[src/rtl/bcg_pkg.sv]
package bcg_pkg;

  typedef enum logic [1:0] {
    SRC_PIN    = 2'b00,
    SRC_FS_INT = 2'b01,
    SRC_FS_EXT = 2'b10,
    SRC_ZERO   = 2'b11
  } srcSel_e;

  typedef struct packed {
    logic capture;   // frame boundary: sample the slots this cycle
    logic fsyncInt;  // current internal frame-sync level
    logic rxLoad;    // received frame passed its check
  } ctlStrobes_t;

endpackage

[src/rtl/bcg_ctrl.sv]
module bcg_ctrl
  import bcg_pkg::*;
#(
  parameter int FRAME_BITS = 30,
  parameter int FS_PERIOD  = 4,
  parameter int FS_HIGH    = 2,
  parameter int NUM_GPIO   = 4
) (
  input  logic                clk,
  input  logic                rstN,
  input  logic                rxValid,
  input  logic [NUM_GPIO-1:0] rxField,
  input  logic                rxCheck,
  output ctlStrobes_t         strobes
);

  localparam int BIT_W = $clog2(FRAME_BITS);
  localparam int FS_W  = $clog2(FS_PERIOD + 1);
  localparam logic [BIT_W-1:0] BIT_LAST = BIT_W'(FRAME_BITS - 1);
  localparam logic [FS_W-1:0]  FS_LAST  = FS_W'(FS_PERIOD - 1);
  localparam logic [FS_W-1:0]  FS_HI    = FS_W'(FS_HIGH);

  logic [BIT_W-1:0] bitCnt;
  logic [FS_W-1:0]  frameCnt;
  logic             atBoundary;

  assign atBoundary = (bitCnt == BIT_LAST);

  // bit position inside the current back-channel frame
  always_ff @(posedge clk) begin
    if (!rstN)           bitCnt <= '0;
    else if (atBoundary) bitCnt <= '0;
    else                 bitCnt <= bitCnt + 1'b1;
  end

  // frame index driving the internal frame-sync generator
  always_ff @(posedge clk) begin
    if (!rstN) frameCnt <= '0;
    else if (atBoundary) begin
      if (frameCnt == FS_LAST) frameCnt <= '0;
      else                     frameCnt <= frameCnt + 1'b1;
    end
  end

  always_comb begin
    strobes.capture  = atBoundary;
    strobes.fsyncInt = (frameCnt < FS_HI);
    strobes.rxLoad   = rxValid & ~(^{rxField, rxCheck});
  end

endmodule

[src/rtl/bcg_datapath.sv]
module bcg_datapath
  import bcg_pkg::*;
#(
  parameter int NUM_GPIO = 4
) (
  input  logic                  clk,
  input  logic                  rstN,
  input  ctlStrobes_t           strobes,
  input  logic                  cfgWe,
  input  logic [4*NUM_GPIO-1:0] cfgWdata,
  input  logic [NUM_GPIO-1:0]   pinIn,
  input  logic                  extFsync,
  input  logic [NUM_GPIO-1:0]   rxField,
  output logic [NUM_GPIO-1:0]   txField,
  output logic                  txCheck,
  output logic [NUM_GPIO-1:0]   pinStatus,
  output logic [NUM_GPIO-1:0]   pullEn,
  output logic [NUM_GPIO-1:0]   gpioOut
);

  localparam int CFG_W   = 4 * NUM_GPIO;
  localparam int PD_LO   = NUM_GPIO;
  localparam int SEL_LO  = 2 * NUM_GPIO;

  logic [CFG_W-1:0]    cfgReg;
  logic [NUM_GPIO-1:0] inDis;
  logic [NUM_GPIO-1:0] pdDis;
  logic [NUM_GPIO-1:0] pinGated;
  logic [NUM_GPIO-1:0] sampleVec;

  always_ff @(posedge clk) begin
    if (!rstN)      cfgReg <= '0;
    else if (cfgWe) cfgReg <= cfgWdata;
  end

  assign inDis = cfgReg[NUM_GPIO-1:0];
  assign pdDis = cfgReg[PD_LO +: NUM_GPIO];

  for (genvar i = 0; i < NUM_GPIO; i++) begin : g_pad
    assign pinGated[i] = pinIn[i] & ~inDis[i];
    assign pullEn[i]   = ~pdDis[i];
  end

  function automatic logic pickSource(input logic [1:0] sel, input logic pin,
                                      input logic fsInt, input logic fsExt);
    case (srcSel_e'(sel))
      SRC_PIN:    return pin;
      SRC_FS_INT: return fsInt;
      SRC_FS_EXT: return fsExt;
      default:    return 1'b0;
    endcase
  endfunction

  always_comb begin
    for (int i = 0; i < NUM_GPIO; i++) begin
      sampleVec[i] = pickSource(cfgReg[SEL_LO + 2*i +: 2], pinGated[i],
                                strobes.fsyncInt, extFsync);
    end
  end

  // outgoing field: captured once per frame, held in between
  always_ff @(posedge clk) begin
    if (!rstN) begin
      txField <= '0;
      txCheck <= 1'b0;
    end else if (strobes.capture) begin
      txField <= sampleVec;
      txCheck <= ^sampleVec;
    end
  end

  // live pin level, independent of routing
  always_ff @(posedge clk) begin
    if (!rstN) pinStatus <= '0;
    else       pinStatus <= pinGated;
  end

  // received field drives the outputs only on a clean frame
  always_ff @(posedge clk) begin
    if (!rstN)               gpioOut <= '0;
    else if (strobes.rxLoad) gpioOut <= rxField;
  end

endmodule

[src/rtl/bc_gpio_bridge.sv]
module bc_gpio_bridge
  import bcg_pkg::*;
#(
  parameter int FRAME_BITS = 30,
  parameter int FS_PERIOD  = 4,
  parameter int FS_HIGH    = 2,
  parameter int NUM_GPIO   = 4
) (
  input  logic                  clk,
  input  logic                  rstN,
  input  logic                  cfgWe,
  input  logic [4*NUM_GPIO-1:0] cfgWdata,
  input  logic [NUM_GPIO-1:0]   pinIn,
  input  logic                  extFsync,
  input  logic                  rxValid,
  input  logic [NUM_GPIO-1:0]   rxField,
  input  logic                  rxCheck,
  output logic                  frameStrobe,
  output logic [NUM_GPIO-1:0]   txField,
  output logic                  txCheck,
  output logic [NUM_GPIO-1:0]   pinStatus,
  output logic [NUM_GPIO-1:0]   pullEn,
  output logic [NUM_GPIO-1:0]   gpioOut
);

  ctlStrobes_t strobes;

  bcg_ctrl #(
    .FRAME_BITS(FRAME_BITS), .FS_PERIOD(FS_PERIOD),
    .FS_HIGH(FS_HIGH), .NUM_GPIO(NUM_GPIO)
  ) u_ctrl (
    .clk(clk), .rstN(rstN), .rxValid(rxValid), .rxField(rxField),
    .rxCheck(rxCheck), .strobes(strobes)
  );

  bcg_datapath #(.NUM_GPIO(NUM_GPIO)) u_dp (
    .clk(clk), .rstN(rstN), .strobes(strobes), .cfgWe(cfgWe),
    .cfgWdata(cfgWdata), .pinIn(pinIn), .extFsync(extFsync),
    .rxField(rxField), .txField(txField), .txCheck(txCheck),
    .pinStatus(pinStatus), .pullEn(pullEn), .gpioOut(gpioOut)
  );

  assign frameStrobe = strobes.capture;

endmodule

[config.mk]
export PLATFORM = sky130hd
export DESIGN_NAME = bc_gpio_bridge
export DESIGN_NICKNAME = d
export VERILOG_FILES = /design/src/rtl/bcg_pkg.sv /design/src/rtl/bcg_ctrl.sv /design/src/rtl/bcg_datapath.sv /design/src/rtl/bc_gpio_bridge.sv
export SDC_FILE = /design/constraint.sdc
export NUM_CORES = 1
export LEC_CHECK = 0
export ABC_AREA = 1
export BUFFER_PORTS_ARGS = -buffer_cell sky130_fd_sc_hd__buf_4
export CAP_MARGIN = 20
export CORE_MARGIN = 2
export CORE_UTILIZATION = 55
export DETAILED_ROUTE_END_ITERATION = 8
export PLACE_DENSITY = 0.88
export SYNTH_ARGS = -nofsm -noshare
export SYNTH_HDL_FRONTEND = slang
export SYNTH_SLANG_ARGS = --single-unit
export TNS_END_PERCENT = 30
[constraint.sdc]
create_clock -name clk -period 1.6 [get_ports clk]
set_input_delay 0.24 -clock clk [delete_from_list [all_inputs] [get_ports clk]]
set_output_delay 0.24 -clock clk [all_outputs]
set_load 0.005 [all_outputs]
## Yosys cells after proc, flatten, opt, wreduce, memory -nomap -nowiden

Index checks and enable logic that the tools add are counted.
W data, S select, Z words.

- Equality and inequality tests: 10
- Muxes and demuxes: 5
- Bitwise logic cells: 15
- Order comparisons: 1
- Reduce and logical (&&, ||, !) cells: 7
- $add $sub $neg: 2

Operator list:

| operator | number |
|---|---|
| $pmux W1 S3 | 4 |
| $not A1 Y1 | 10 |
| $eq A2 B1 Y1 const B | 4 |
| $eq A2 B2 Y1 const B | 4 |
| $logic_not A2 Y1 | 4 |
| $add A5 B1 Y5 const B | 1 |
| $and A1 B1 Y1 | 5 |
| $eq A5 B5 Y1 const B | 1 |
| $reduce_xor A5 Y1 | 1 |
| $reduce_xor A4 Y1 | 1 |
| $add A3 B1 Y3 const B | 1 |
| $eq A3 B2 Y1 const B | 1 |
| $lt A3 B2 Y1 const B | 1 |
| $mux W3 | 1 |
| $reduce_or A2 Y1 | 1 |

- Word-level logic and storage cells: 47
- Register bits after elaboration: 37
- Output and inout bits: 18
- Input port bits: 30

## Longest topological paths before layout

- Word-level depth: 4
- Gate-level depth with buffers: 10

## Hierarchy

A second synthesis with hierarchy kept.

- Cell total of the unflattened synthesis: 246
- Area, all modules: 1696.6 µm²

By module, submodules not included:

| module | area each (µm²) | cells an instance | sequential area each (µm²) | instances |
|---|---|---|---|---|
| bcg_datapath | 1291.2 | 191 | 580.6 | 1 |
| bcg_ctrl | 405.4 | 55 | 160.2 | 1 |

## Worst setup path after synthesis

No wires, ideal clock.

- Path type: register to register
- From: register u_ctrl.bitCnt[1]
- To: register u_ctrl.frameCnt[0]
- Data arrival time: 0.972 ns
- Data required time: 1.485 ns
- Setup slack: 0.514 ns
- Library setup time: 0.115 ns
- Stages on the path, launching flop included: 8
- Cell sequence: dfxtp_1 -> inv_1 -> ha_1 -> nand3_4 -> nor2_4 -> inv_2 -> a21oi_1 -> o21a_1

- Longest elaborated chain between the ends: 1

RTL lines:

| what | RTL line | RTL |
|---|---|---|
| start: declaration | bcg_ctrl.sv:23 | `logic [BIT_W-1:0] bitCnt;` |
| start signal: assignment | bcg_ctrl.sv:33 | `else bitCnt <= bitCnt + 1'b1;` |
| $eq A5 B5 Y1 | bcg_ctrl.sv:27 | `assign atBoundary = (bitCnt == BIT_LAST);` |
| end signal: assignment | bcg_ctrl.sv:41 | `else frameCnt <= frameCnt + 1'b1;` |
| end: declaration | bcg_ctrl.sv:24 | `logic [FS_W-1:0] frameCnt;` |

Every way passes these cells.
A chain may end at the register's enable or synchronous reset.

## Worst setup path in the final report

- From: register u_ctrl.bitCnt[1]
- To: output frameStrobe

- Longest elaborated chain between the ends: 1

RTL lines:

| what | RTL line | RTL |
|---|---|---|
| $eq A5 B5 Y1 | bcg_ctrl.sv:27 |  |
| end: declaration | bc_gpio_bridge.sv:18 | `output logic frameStrobe,` |

Every way passes these cells.

==> impl_metrics.py <==
metrics = {
    "outcome": {
        "outcome": "finished, final reports clean",
    },
    "setup_path": {
        "crit_required_ns": 1.36,
        "path_max_fanout": 3,
        "worstPathArrival_ns": 1.27,
        "timing.critical_path.to_type": "output pin",
        "worstSetupPathType": "reg -> out",
        "critical_path.startpoint_type": "flop",
    },
    "clock_tree": {
        "clockBufferDepth": 2,
        "cts.clk_slew.worst_paths_ns": 0.10,
        "cts.repair.resized": 0,
        "cts_tree": "done",
        "worstSkewPairLatency_ns": 0.35,
        "numCtsBuffers": 5,
        "cts_max_level": 2,
        "post-cts-setup-buffer-count": 0,
        "clock-sinks": 37,
        "clock_tree.root_cell": "clkbuf_4",
        "cts_hold_buf": 0,
    },
    "job": {
        "cap_violations": 0,
    },
    "die": {
        "dieHeight_um": 59.4,
        "die_area_um2": 3530,
        "die_x_um": 59.4,
        "core_area_um2": 2980,
        "io_pins": 48,
        "rows": 20,
        "initial_core_util_pct": 56.8,
    },
    "pwr": {
        "total_power_mw": 2.01,
        "switching_share_pct": 25.3,
        "switching_power_uw": 509,
        "power.internal_mw": 1.50,
        "p_per_area_nw_per_um2": 941,
        "clockPowerShare_pct": 33.5,
        "ir_worst_vdd_mv": 0.697,
        "p_leak_nw": 1.06,
        "p_comb_share_pct": 16.5,
        "p_seq_share_pct": 50.0,
    },
    "routing": {
        "dr.pass1.iters": 4,
        "dr_total_vias": 1602,
        "wl_um": 3430,
        "via_per_inst": 4.93,
        "wl_per_cell_um": 10.5,
        "post-route-drc-count": 0,
        "postRouteAntennaNets": 0,
        "drtIter0Drc": 44,
    },
    "global_route": {
        "grt_pass1_wl_um": 5880,
        "overflow": 0,
        "grt_pass1_vias": 1423,
        "grt_use_total_pct": 22.2,
        "antenna_found_initial": 0,
        "grt_max_degree": 29,
    },
    "sta": {
        "whs_ns": 0.110,
        "finalCriticalPeriod_ns": 1.51,
        "min_period_over_period_pct": 94.5,
        "hold_viol": 0,
        "slew_viol_final": 0,
        "finalSetupViolCount": 0,
        "tightest_slew_ns": 0.409,
        "layout_setup_ws_ns": 0.0883,
        "final.setup.tns_ns": 0,
        "clock_skew_ns": 0.00259,
        "slew_headroom_pct": 72.7,
        "rsz0062_at_grt": "no",
        "max_freq_mhz": 662,
    },
    "placement": {
        "hpwl_um": 2650,
        "dpl_worst_slack_ns": 0.394,
        "gp_congestion": 0.822,
        "numPortBuffers": 47,
    },
    "logic_synthesis": {
        "syn-mean-instance-area_um2": 6.99,
        "synth_top_area_share_pct": 43.8,
        "yosysSeqAreaShare_pct": 43.8,
        "netlist_top_cells_area": "dfxtp_1, nand2_1, nor2_1",
        "netlist_area_um2": 1690,
        "synth_warnings": 0,
        "yosys.area.top_type": "dfxtp_1",
        "yosysUniqueCellTypes": 25,
        "syn_inst": 242,
        "syn-num-nets": 275,
        "synth_seq_cells": 37,
    },
    "cells_and_area": {
        "layout.nets": 324,
        "diodes": 0,
        "drive_gt1_share_pct": 24.3,
        "fillers": 240,
        "final_util_pct": 71.8,
        "area_delta_synth_final_pct": 26.4,
    },
    "hold_path": {
        "hold_class": "in -> reg",
    },
}
## path summary, 6_finish.rpt
kind                        end              from  slack (ns)  depth (start not counted)
max                 frameStrobe  u_ctrl.bitCnt[1]        0.09                          5
min             u_dp.cfgReg[13]      cfgWdata[13]        0.11                          3
max reg2reg  u_ctrl.frameCnt[0]  u_ctrl.bitCnt[0]        0.37                          6
min reg2reg      u_dp.cfgReg[0]    u_dp.cfgReg[0]        0.45                          2
## logic make-up (layout without fill, tap and decap cells)
group	Yosys count	in the layout	share of synthesized area, %
AND/OR/NAND/NOR	118	118	30.1
AO/OA/AOI/OAI	44	44	13.3
flip-flops	37	37	43.8
buffers and inverters	37	87	9.03
adder cells (fa/ha/maj)	3	3	2.22
XOR/XNOR	3	3	1.55
## worst max-delay path, stage by stage, from the launching register on
cell and delay, ns:
dfxtp_1 0.37, inv_1 0.05, ha_1 0.21, nand3_4 0.12
inv_2 0.04, buf_4 0.12
## stage by stage
step | instances | instance area (um2)
6_report | 325 | 2140
5_1_grt | 325 | 2140
4_1_cts | 325 | 2140
3_5_place_dp | 317 | 2050
3_3_place_gp | 317 | 2050
2_1_floorplan | 242 | 1690
## cell usage in the layout (no fill, tap or decap), types with 4 or more instances in the layout
master | synthesis | final
nand2_1 | 61 | 61
buf_4 | 1 | 47
dfxtp_1 | 37 | 37
nor2_1 | 30 | 30
inv_1 | 21 | 21
a21oi_1 | 19 | 19
o21ai_1 | 19 | 19
nand3_1 | 17 | 17
inv_2 | 11 | 11
clkbuf_4 | 0 | 5
o21ai_0 | 4 | 4
## Yosys cell counts
cell       n
nor2_1    30
nand3b_1   1
dfxtp_1   37
nand2_1   61
inv_1     21
nand3_1   17
buf_6      1
buf_2      2
xnor2_1    3
nor3b_1    1
nand4_1    1
nand2_2    3
a211oi_1   1
nand3_4    1
buf_4      1
nor2_4     1
o21a_1     1
nand2b_1   1
nor2_2     1
o21ai_0    4
buf_1      1
ha_1       3
a21oi_1   19
o21ai_1   19
inv_2     11
## final cells by class
class	instances	area, um2	share of cell area (%)
flip-flops and latches	37	741	34.7
clock inverters	1	30.0	1.41
repair buffers	47	353	16.5
multi-input cells	168	797	37.3
well taps	33	41.3	1.93
inverters	32	120	5.62
clock buffers	7	55.1	2.58
## metal layers
| layer | vias up | wire length, um | track usage (%) |
|---|---|---|---|
| met5 | - | 0 | 0 |
| met4 | 0 | 46 | 7.79 |
| met3 | 5 | 195 | 7.42 |
| met2 | 40 | 1630 | 36.6 |
| met1 | 693 | 1550 | 26.8 |
| li1 | 864 | - | - |
## flip-flops by register name, summed over array words and instances (netlist names)
signal           count
u_dp.gpioOut         4
u_dp.txField         4
u_dp.pinStatus       4
u_dp.cfgReg         16
u_ctrl.frameCnt      3
u_ctrl.bitCnt        5
u_dp.txCheck         1
## power groups by stage
| stage | sequential (mW) | clock, mW | combinational, mW |
|---|---|---|---|
| after floorplan | 1.02 | 0 | 0.203 |
| after global placement | 1.02 | 0 | 0.320 |
| after detailed placement | 1.03 | 0 | 0.331 |
| after CTS | 1.00 | 0.679 | 0.333 |
| after global routing | 1.01 | 0.731 | 0.382 |
| final | 1.01 | 0.674 | 0.331 |
No activity file was read; power rests on OpenSTA's default activity.
